`src/rtl/cfg_loader_pkg.sv`:
```
package cfg_loader_pkg;
   localparam int unsigned DEF_T_W = 3;
   localparam int unsigned DEF_N_W = 2;
   localparam int unsigned DEF_M_W = 9;
   localparam int unsigned DEF_SYNC = 2;

   typedef enum logic [1:0] {
      LD_HOLD     = 2'd0,
      LD_SERIAL   = 2'd1,
      LD_PARALLEL = 2'd2
   } load_act_e;
endpackage

```
`src/rtl/cfg_sync.sv`:
```
module cfg_sync #(
   parameter int unsigned WIDTH  = 1,
   parameter int unsigned STAGES = 2
) (
   input  logic             clk,
   input  logic             rst_n,
   input  logic [WIDTH-1:0] d_in,
   output logic [WIDTH-1:0] d_out
);
   generate
      if (WIDTH < 1) begin : g_bad_width
         $error("cfg_sync: WIDTH must be at least 1");
      end
      if (STAGES == 0) begin : g_bypass
         assign d_out = d_in;
      end else begin : g_chain
         logic [STAGES-1:0][WIDTH-1:0] chain_q;
         always_ff @(posedge clk or negedge rst_n) begin
            if (!rst_n) begin
               chain_q <= '0;
            end else begin
               chain_q[0] <= d_in;
               for (int i = 1; i < STAGES; i++) begin
                  chain_q[i] <= chain_q[i-1];
               end
            end
         end
         assign d_out = chain_q[STAGES-1];
      end
   endgenerate
endmodule

```
`src/rtl/cfg_shift.sv`:
```
module cfg_shift #(
   parameter int unsigned FRAME_W = 14
) (
   input  logic               clk,
   input  logic               rst_n,
   input  logic               sclk_s,
   input  logic               sdata_s,
   output logic [FRAME_W-1:0] frame_q,
   output logic               shift_pulse
);
   logic sclk_prev;

   generate
      if (FRAME_W < 2) begin : g_bad_frame
         $error("cfg_shift: FRAME_W must be at least 2");
      end
   endgenerate

   always_ff @(posedge clk or negedge rst_n) begin
      if (!rst_n) sclk_prev <= 1'b0;
      else        sclk_prev <= sclk_s;
   end

   assign shift_pulse = sclk_s & ~sclk_prev;

   always_ff @(posedge clk or negedge rst_n) begin
      if (!rst_n) begin
         frame_q <= '0;
      end else if (shift_pulse) begin
         frame_q <= {frame_q[FRAME_W-2:0], sdata_s};
      end
   end

   AST_SHIFT_STEP: assert property (@(posedge clk) disable iff (!rst_n)
      shift_pulse |=> (frame_q[FRAME_W-1:1] == $past(frame_q[FRAME_W-2:0])
                       && frame_q[0] == $past(sdata_s)));
   AST_NO_EDGE_STILL: assert property (@(posedge clk) disable iff (!rst_n)
      !shift_pulse |=> $stable(frame_q));
endmodule

```
`src/rtl/cfg_hold.sv`:
```
module cfg_hold
   import cfg_loader_pkg::*;
#(
   parameter int unsigned T_W = DEF_T_W,
   parameter int unsigned N_W = DEF_N_W,
   parameter int unsigned M_W = DEF_M_W,
   localparam int unsigned FRAME_W = T_W + N_W + M_W
) (
   input  logic               clk,
   input  logic               rst_n,
   input  logic               sload_s,
   input  logic               pload_s,
   input  logic [M_W-1:0]     par_m_s,
   input  logic [N_W-1:0]     par_n_s,
   input  logic [FRAME_W-1:0] frame,
   output logic [T_W-1:0]     cfg_t,
   output logic [N_W-1:0]     cfg_n,
   output logic [M_W-1:0]     cfg_m
);
   localparam int unsigned N_LO = M_W;
   localparam int unsigned T_LO = M_W + N_W;

   load_act_e act;

   generate
      if (T_W < 1 || N_W < 1 || M_W < 1) begin : g_bad_fields
         $error("cfg_hold: every field needs at least one bit");
      end
   endgenerate

   always_comb begin
      if (pload_s)      act = LD_PARALLEL;
      else if (sload_s) act = LD_SERIAL;
      else              act = LD_HOLD;
   end

   always_ff @(posedge clk or negedge rst_n) begin
      if (!rst_n) begin
         cfg_t <= '0;
         cfg_n <= '0;
         cfg_m <= '0;
      end else begin
         case (act)
            LD_PARALLEL: begin
               cfg_t <= '0;
               cfg_n <= par_n_s;
               cfg_m <= par_m_s;
            end
            LD_SERIAL: begin
               cfg_t <= frame[T_LO +: T_W];
               cfg_n <= frame[N_LO +: N_W];
               cfg_m <= frame[0 +: M_W];
            end
            default: ;
         endcase
      end
   end

   AST_PLOAD_CLEARS_T: assert property (@(posedge clk) disable iff (!rst_n)
      pload_s |=> (cfg_t == '0));
   AST_PLOAD_WINS: assert property (@(posedge clk) disable iff (!rst_n)
      (pload_s && sload_s) |=> (cfg_m == $past(par_m_s) && cfg_n == $past(par_n_s)));
   AST_SLOAD_FOLLOWS: assert property (@(posedge clk) disable iff (!rst_n)
      (sload_s && !pload_s) |=> ({cfg_t, cfg_n, cfg_m} == $past(frame)));
   AST_IDLE_HOLD: assert property (@(posedge clk) disable iff (!rst_n)
      (!sload_s && !pload_s) |=> ($stable(cfg_t) && $stable(cfg_n) && $stable(cfg_m)));
endmodule

```
`src/rtl/cfg_loader.sv`:
```
module cfg_loader
   import cfg_loader_pkg::*;
#(
   parameter int unsigned T_W         = DEF_T_W,
   parameter int unsigned N_W         = DEF_N_W,
   parameter int unsigned M_W         = DEF_M_W,
   parameter int unsigned SYNC_STAGES = DEF_SYNC
) (
   input  logic           clk,
   input  logic           rst_n,
   input  logic           ser_clk,
   input  logic           ser_data,
   input  logic           ser_load,
   input  logic           par_load,
   input  logic [M_W-1:0] par_m,
   input  logic [N_W-1:0] par_n,
   output logic [T_W-1:0] cfg_t,
   output logic [N_W-1:0] cfg_n,
   output logic [M_W-1:0] cfg_m,
   output logic           ser_tail
);
   localparam int unsigned FRAME_W = T_W + N_W + M_W;
   localparam int unsigned BUS_W   = 4 + M_W + N_W;

   logic [BUS_W-1:0]   pins_s;
   logic               sclk_s, sdata_s, sload_s, pload_s;
   logic [M_W-1:0]     par_m_s;
   logic [N_W-1:0]     par_n_s;
   logic [FRAME_W-1:0] frame_q;
   logic               shift_pulse;

   generate
      if (SYNC_STAGES > 8) begin : g_bad_sync
         $error("cfg_loader: SYNC_STAGES above 8 is not supported");
      end
   endgenerate

   cfg_sync #(.WIDTH(BUS_W), .STAGES(SYNC_STAGES)) i_sync (
      .clk   (clk),
      .rst_n (rst_n),
      .d_in  ({ser_clk, ser_data, ser_load, par_load, par_m, par_n}),
      .d_out (pins_s)
   );

   assign {sclk_s, sdata_s, sload_s, pload_s, par_m_s, par_n_s} = pins_s;

   cfg_shift #(.FRAME_W(FRAME_W)) i_shift (
      .clk         (clk),
      .rst_n       (rst_n),
      .sclk_s      (sclk_s),
      .sdata_s     (sdata_s),
      .frame_q     (frame_q),
      .shift_pulse (shift_pulse)
   );

   cfg_hold #(.T_W(T_W), .N_W(N_W), .M_W(M_W)) i_hold (
      .clk     (clk),
      .rst_n   (rst_n),
      .sload_s (sload_s),
      .pload_s (pload_s),
      .par_m_s (par_m_s),
      .par_n_s (par_n_s),
      .frame   (frame_q),
      .cfg_t   (cfg_t),
      .cfg_n   (cfg_n),
      .cfg_m   (cfg_m)
   );

   assign ser_tail = frame_q[FRAME_W-1];

   AST_RESET_CLEAR: assert property (@(posedge clk)
      !rst_n |-> (cfg_t == '0 && cfg_n == '0 && cfg_m == '0 && !ser_tail));
   AST_ONE_STEP_TAIL: assert property (@(posedge clk) disable iff (!rst_n)
      shift_pulse |=> (ser_tail == $past(frame_q[FRAME_W-2])));
endmodule

```
`config.mk`:
```
export PLATFORM = sky130hd
export DESIGN_NAME = cfg_loader
export DESIGN_NICKNAME = d
export VERILOG_FILES = /design/src/rtl/cfg_loader_pkg.sv /design/src/rtl/cfg_sync.sv /design/src/rtl/cfg_shift.sv /design/src/rtl/cfg_hold.sv /design/src/rtl/cfg_loader.sv
export SDC_FILE = /design/constraint.sdc
export NUM_CORES = 1
export LEC_CHECK = 0
export ABC_AREA = 0
export CAP_MARGIN = 20
export CORE_MARGIN = 3
export CORE_UTILIZATION = 40
export DETAILED_ROUTE_END_ITERATION = 7
export PLACE_DENSITY = 0.74
export SKIP_CTS_REPAIR_TIMING = 1
export SYNTH_ARGS = -nofsm -noshare
export SYNTH_HDL_FRONTEND = slang
export SYNTH_SLANG_ARGS = --single-unit
```
`constraint.sdc`:
```
create_clock -name clk -period 1.2 [get_ports clk]
set_input_delay 0.36 -clock clk [delete_from_list [all_inputs] [get_ports clk]]
set_output_delay 0.36 -clock clk [all_outputs]
set_load 0.005 [all_outputs]
```
---- After elaboration in Yosys (flattened, before gate mapping) ----
Index checks and enable logic that the tools add are counted.
cells by class
  add/sub/neg operators ................... 0
  multiply operators ...................... 0
  div/mod/pow operators ................... 0
  magnitude comparators ................... 0
  eq/ne operators ......................... 2
  shift operators ......................... 0
  mux-type cells .......................... 5
  bitwise gates (word level) .............. 2
  reductions and logical operators ........ 1
operators with widths
  kind                  number
  $pmux W9 S2           1
  $pmux W3 S2           1
  $pmux W2 S2           1
  $eq A2 B1 Y1 const B  1
  $eq A2 B2 Y1 const B  1
  $mux W2               1
  $reduce_bool A2 Y1    1
  $and A1 B1 Y1         1
  $mux W1               1
  $not A1 Y1            1
storage, ports and cells
  register bits after elaboration ......... 59
  latch bits .............................. 0
  memory bits (writable) .................. 0
  bits in read-only memories .............. 0
  input bits .............................. 17
  output and inout bits ................... 15
  word-level logic and storage cells ...... 17
  memories kept ........................... 0

---- Depth between registers and ports, before layout ----
Gate-level depths: netlist (run 1).
  depth in word-level cells ............... 4
  gate-level depth with buffers ........... 4
  gate-level depth less buffers ........... 2

---- Modules after synthesis ----
Synthesis (run 1) repeated with hierarchy kept, for this count alone.
unflattened totals
  cells, all modules ...................... 134
  area total of the unflattened synthesis .. 2114.5 um^2
by module, submodules not included
  module     instances  cells each  area each (um^2)  sequential area each (um^2)
  cfg_sync   1          45          863.3             750.7
  cfg_hold   1          57          639.4             350.3
  cfg_shift  1          32          611.8             375.4

---- Worst setup path after synthesis (run 1) ----
OpenSTA, ideal clock, no wires.
  path type ............................... register -> register
  start ................................... register i_shift.sclk_prev
  end ..................................... register i_shift.frame_q[10]
  library setup time ...................... 0.125 ns
  data arrival time ....................... 1.013 ns
  data required time ...................... 1.075 ns
  slack ................................... 0.062 ns
  stages on the path, launching flop included .. 5
  buffers on the path ..................... 2
  clock period less this slack ............ 1.138 ns
  cells stage by stage .................... dfrtp_1 -> nor2b_4 -> buf_6 -> buf_12 -> mux2_4
on the way
  cells in the longest elaborated chain, start to end .. 2
ends and longest elaborated chain
  item                    RTL line         RTL
  start, declared         cfg_shift.sv:11  logic sclk_prev;
  start signal, assigned  cfg_shift.sv:21  else sclk_prev <= sclk_s;
  $not A1 Y1              cfg_shift.sv:24  assign shift_pulse = sclk_s & ~sclk_prev;
  $and A1 B1 Y1           cfg_shift.sv:24
  end signal, assigned    cfg_shift.sv:30  frame_q <= {frame_q[FRAME_W-2:0], sdata_s};
  end, declared           cfg_shift.sv:8   output logic [FRAME_W-1:0] frame_q,
Every way passes these cells.
A chain may end at the register's enable or synchronous reset.

---- Worst setup path in the final report (run 1) ----
  start ................................... register i_hold.cfg_m[0]
  end ..................................... output port cfg_m[0]
RTL lines
  item                    RTL line          RTL
  start, declared         cfg_hold.sv:18    output logic [M_W-1:0] cfg_m
  start signal, assigned  cfg_hold.sv:47    cfg_m <= par_m_s;
  start signal, assigned  cfg_hold.sv:52    cfg_m <= frame[0 +: M_W];
  end, declared           cfg_loader.sv:19  output logic [M_W-1:0] cfg_m,
No word-level cell between the ends.

==> results of run 1 <==
==> layout by cell type, fill, tap and decap left out <==
master / n
dfrtp_1: 58
clkdlybuf4s50_1: 15
clkbuf_2: 15
mux2i_1: 14
nand2_1: 11
o21ai_0: 11
mux2_4: 10
clkbuf_8: 9
buf_4: 9
mux2_2: 4
nor2_1: 3
clkinvlp_4: 2
inv_6: 2
buf_12: 2
nor2b_4: 1
clkinv_2: 1
bufinv_16: 1
clkinv_4: 1
dlygate4sd3_1: 1
dfrtp_2: 1
buf_2: 1
==> registers in the layout, summed over array words and instances (netlist names) <==
name	count
i_hold.cfg_t	3
i_shift.sclk_prev	1
i_hold.cfg_n	2
i_shift.frame_q	14
i_sync.g_chain.chain_q	15
i_sync.d_out	15
i_hold.cfg_m	9
==> report_power, final <==
group	switching, µW	internal (µW)
sequential	245	2320
clock	782	970
combinational	246	513
total	1270	3800
==> per-layer routing <==
| layer | part of all wire | vias up |
|---|---|---|
| met5 | 0 | - |
| met4 | 0.025 | 0 |
| met3 | 0.058 | 9 |
| met2 | 0.50 | 27 |
| met1 | 0.41 | 523 |
| li1 | - | 494 |
==> logic make-up (layout without fill, tap and decap cells) <==
| kind of cell | Yosys count | after routing | synth area share |
|---|---|---|---|
| AOI/OAI and AO/OA | 11 | 11 | 0.0276 |
| DFF | 59 | 59 | 0.741 |
| muxes | 28 | 28 | 0.168 |
| buffers and inverters | 6 | 59 | 0.0295 |
| and+or+nand+nor | 15 | 15 | 0.0333 |
==> cell type report <==
| cell class | instances | area share |
|---|---|---|
| multi-input combinational | 54 | 0.178 |
| clock inverter | 7 | 0.0297 |
| tap | 67 | 0.0327 |
| sequential | 59 | 0.576 |
| clock buffer | 9 | 0.0483 |
| timing repair buffer | 43 | 0.136 |
==> worst paths after layout <==
check / from / endpoint / slack (ps) / depth (start not counted)
min in group asynchronous: rst_n / i_hold.cfg_t[1] / 430 / 2
hold reg to reg: i_sync.g_chain.chain_q[5] / i_sync.d_out[5] / 340 / 0
hold / removal: i_sync.g_chain.chain_q[5] / i_sync.d_out[5] / 340 / 0
setup reg to reg: i_sync.d_out[14] / i_shift.frame_q[1] / 50 / 3
setup / recovery: i_hold.cfg_m[0] / cfg_m[0] / -2 / 1
max in group asynchronous: rst_n / i_sync.d_out[11] / 300 / 3
==> per-stage QoR <==
step                      instances  utilization  setup TNS, ps
after floorplan                 119            -              0
after global placement          217        0.503          -77.9
after detailed placement        217        0.503          -46.4
after CTS                       233        0.545          -5670
after global routing            239        0.540           -482
final                           239        0.540          -1.89
==> out/qor.csv, run 1 <==
stage;metric;value;unit
floorplanning;core_area;4750;µm²
yosys;synthArstFlopShare;1.00;
placed_design;pre_cts_ws;-12.5;ps
clocking;cts_sinks;59;
critical_path;slowest_delay;400;ps
global_route;busiest_layer;met2;
drt;vias;1053;
timing;period_share;1.00;
yosys;ys_top_cells_by_count;dfrtp_1, mux2i_1, nand2_1, o21ai_0, mux2_4;
placed_design;placed_area;2390;µm²
finish;drive_gt1_frac;0.343;
timing;hold_violations;0;
critical_path;slowest_stage;dfrtp_1;
floorplanning;floorplan.rows;25;
yosys;synth_cells;119;
yosys;synth_flop_cell;dfrtp_1;
clocking;htreeDepth;3;
job;cap_viol_max_count;0;
yosys;yosysSeqAreaShare;0.741;
clocking;cts_made_buffers;9;
drt;ant_nets;0;
finish;nNetsFinal;184;
min_path;hp-class;register to register;
status;failed_checks;negative setup slack;
placed_design;place.detailed.hpwl;2.10;mm
drt;drtIter0Drc;23;
clocking;clock_latency;330;ps
yosys;ys_ff_latch;59;
floorplanning;initial_core_util;0.419;
critical_path;critPathMaxFanout;2;
timing;setup_viol;1;
clocking;clockRootBuffer;clkbuf_8;
timing;rsz0062_at_grt;yes;
yosys;ys_types;13;
timing;worstMarginPinSlew;372;ps
critical_path;crit_family;flip-flops;
placed_design;port_buffers;31;
global_route;grt_max_degree;39;
critical_path;cp-end-kind;output port;
critical_path;crit_buf_inv;1;
global_route;use_met2;0.202;
yosys;synth.area.top_cells;dfrtp_1, mux2_4, mux2i_1;
yosys;avgSynthCellArea;16.7;µm²
yosys;syn-num-nets;136;
drt;drc;0;
timing;hold_ws;339;ps
yosys;synth.top_cell.area_share;0.741;
yosys;netlist_area;1990;µm²
global_route;grt_usage;0.127;
power;finalPower;5080;µW
yosys;synth_edf_count;0;
yosys;synth.most_common_cell;dfrtp_1;
floorplanning;die-area;5860;µm²
global_route;grt_pass1_wl;5.49;mm
critical_path;startpoint_type;register;
status;outcome;complete, but fails checks;
drt;drtPass1Iterations;3;
timing;layout_min_cycle_time;1200;ps
critical_path;crit_required;840;ps
power;irDropWorstVdd;1.45;mV
finish;insertedDiodeCount;0;
critical_path;worst_ep_arrival_time;840;ps
finish;num-fill-cells;427;
finish;stdcell_area;2570;µm²
yosys;ys_warn_count;0;
global_route;grt_use_met1;0.139;
floorplanning;fp.dieH;76.6;µm
global_route;grt_overflow;0;
placed_design;gp_congestion;0.755;
timing;skew;7.54;ps
floorplanning;die_x;76.6;µm
timing;max_freq;832;MHz
critical_path;critPathKind;register to output port;
drt;routed_via_density;4.41;
critical_path;crit_chain;clkbuf_2;
global_route;antenna_found_initial;0;
timing;slew_violations;0;
timing;fin_ws;-1.89;ps
clocking;clock_path_buffers;2;
finish;regArea;1480;µm²
timing;max-slew-margin-rel;0.752;
drt;wire_per_inst;13.0;µm
power;powerDensity;1980;nW/µm²
clocking;cts_tree;done;
global_route;use_met3;0.0591;
finish;syn2layout_area_growth;28.8;%
clocking;path_clk_slew;70;ps
yosys;yosysTopAreaCell;dfrtp_1;
finish;multi_input_area;457;µm²
floorplanning;ios;32;
power;power.leakage;0.00122;µW
global_route;grt_pass1_vias;1163;
drt;drt-total-wl;3.11;mm
No activity file was read; power rests on OpenSTA's default activity.
==> run 2: changes to the inputs <==
--- a/config.mk
+++ b/config.mk
@@ -10,6 +10,7 @@
 export CORE_MARGIN = 3
 export CORE_UTILIZATION = 40
 export DETAILED_ROUTE_END_ITERATION = 7
+export MAX_ROUTING_LAYER = met4
 export PLACE_DENSITY = 0.74
 export SKIP_CTS_REPAIR_TIMING = 1
 export SYNTH_ARGS = -nofsm -noshare
==> out/qor.csv, run 2 (synthesis results as in run 1) <==
stage;metric;value;unit
global_route;grt_usage;0.130;
floorplanning;die_x;76.6;µm
placed_design;placedCellCount;217;
power;internal_power;3800;µW
finish;layout_common_cells;dfrtp_1, clkdlybuf4s50_1, clkbuf_2;
finish;insertedDiodeCount;0;
clocking;cts_made_buffers;9;
clocking;path_clk_slew;70;ps
critical_path;r2r-start;i_sync.d_out[14];
status;outcome;complete, but fails checks;
clocking;clock_latency;330;ps
min_path;min_to;i_sync.d_out[5];
critical_path;regToRegSetupSlack;50;ps
job;cap_viol_max_count;0;
drt;drc;0;
power;power.leakage;0.00122;µW
timing;setup_viol;1;
global_route;grt_overflow;0;
critical_path;slowest_delay;400;ps
power;seq_power_share;0.505;
timing;rsz0062_at_grt;yes;
timing;max-slew-margin-rel;0.753;
finish;drive_gt1_frac;0.343;
timing;max_freq;832;MHz
timing;layout_min_cycle_time;1200;ps
drt;routed_via_density;4.40;
drt;drtPass1Iterations;4;
drt;ant_nets;0;
critical_path;rr_worst_depth;3;
finish;final_core_util;0.540;
finish;syn2layout_area_growth;28.8;%
drt;vias;1052;
timing;hold_violations;0;
critical_path;startpoint_type;register;
timing;period_share;1.00;
min_path;hp-class;register to register;
critical_path;crit_family;flip-flops;
critical_path;critPathMaxFanout;2;
status;failed_checks;negative setup slack;
power;switching_share;0.251;
finish;nNetsFinal;184;
power;powerDensity;1980;nW/µm²
critical_path;crit_chain;clkbuf_2;
drt;drtIter0Drc;22;
timing;worstMarginPinSlew;370;ps
global_route;grt_pass1_wl;5.49;mm
critical_path;r2r-end;i_shift.frame_q[1];
critical_path;crit_required;840;ps
clocking;clock_path_buffers;2;
critical_path;slowest_stage;dfrtp_1;
drt;wire_per_inst;13.0;µm
floorplanning;initial_core_util;0.419;
global_route;grt_pass1_vias;1156;
power;clockPowerShare;0.345;
floorplanning;fp.dieH;76.6;µm
global_route;antenna_found_initial;0;
floorplanning;ios;32;
clocking;htreeDepth;3;
global_route;grt_max_degree;39;
drt;drt-total-wl;3.10;mm
clocking;cts_tree;done;
critical_path;cp-end-kind;output port;
power;irDropWorstVdd;1.45;mV
critical_path;crit_buf_inv;1;
clocking;clockRootBuffer;clkbuf_8;
floorplanning;core_area;4750;µm²
min_path;holdPathStages;0;
critical_path;worst_ep_arrival_time;840;ps
critical_path;critPathKind;register to output port;
placed_design;place.detailed.hpwl;2.10;mm
placed_design;gp_congestion;0.765;
clocking;cts_sinks;59;
floorplanning;floorplan.rows;25;
finish;num-fill-cells;427;
finish;finalNonFillerCells;239;
min_path;min_from;i_sync.g_chain.chain_q[5];
floorplanning;die-area;5860;µm²
timing;fin_ws;-2.27;ps
timing;skew;7.54;ps
placed_design;port_buffers;31;
power;p_comb_frac;0.150;
power;power.switching;1270;µW
timing;hold_ws;339;ps
timing;slew_violations;0;
finish;layout_commonest_cell;dfrtp_1;
-- run 2: cell counts in the layout (fill, tap and decap cells not counted) --
Identical to the previous run, type by type.
-- run 2: area by class of cell --
class	count	area, µm²	area share
clock inverters	7	76.3	0.0297
repair buffers	43	348	0.136
well taps	67	83.8	0.0327
clock buffers	9	124	0.0483
flip-flops and latches	59	1480	0.576
multi-input cells	54	457	0.178
-- run 2: per-layer routing --
| metal | share of wire | track usage | vias up |
|---|---|---|---|
| met5 | 0 | - | - |
| met4 | 0.025 | 0.0707 | 0 |
| met3 | 0.058 | 0.0591 | 9 |
| met2 | 0.50 | 0.201 | 27 |
| met1 | 0.41 | 0.139 | 522 |
| li1 | - | - | 494 |
-- run 2: how the worst max path moves through the flow --
| stage | start | end | slack, ps | depth (start not counted) |
|---|---|---|---|---|
| final | i_hold.cfg_m[0] | cfg_m[0] | -2 | 1 |
| after global routing | i_hold.cfg_m[0] | cfg_m[0] | -60 | 1 |
| after CTS | i_hold.cfg_m[0] | cfg_m[0] | -400 | 1 |
| after detailed placement | i_hold.cfg_m[6] | cfg_m[6] | -10 | 1 |
| after global placement | i_hold.cfg_m[6] | cfg_m[6] | -20 | 1 |
| after floorplan | i_shift.sclk_prev | i_shift.frame_q[10] | 60 | 4 |
-- run 2: stage by stage --
step | power (µW) | area [µm²] | setup WS [ps] | setup TNS (ps)
after floorplan | 2970 | 1990 | 61.8 | 0
after global placement | 3360 | 2390 | -17.5 | -77.9
after global routing | 5380 | 2570 | -56.6 | -479
final | 5080 | 2570 | -2.27 | -2.27
after CTS | 5210 | 2590 | -401 | -5670
after detailed placement | 3410 | 2390 | -12.5 | -46.4
-- run 2: power groups by stage --
| stage | Combinational (µW) | Clock (µW) | Sequential, µW |
|---|---|---|---|
| after floorplan | 445 | 0 | 2530 |
| after global placement | 782 | 0 | 2580 |
| after detailed placement | 816 | 0 | 2600 |
| after CTS | 817 | 1820 | 2570 |
| after global routing | 838 | 1920 | 2620 |
| final | 759 | 1750 | 2570 |
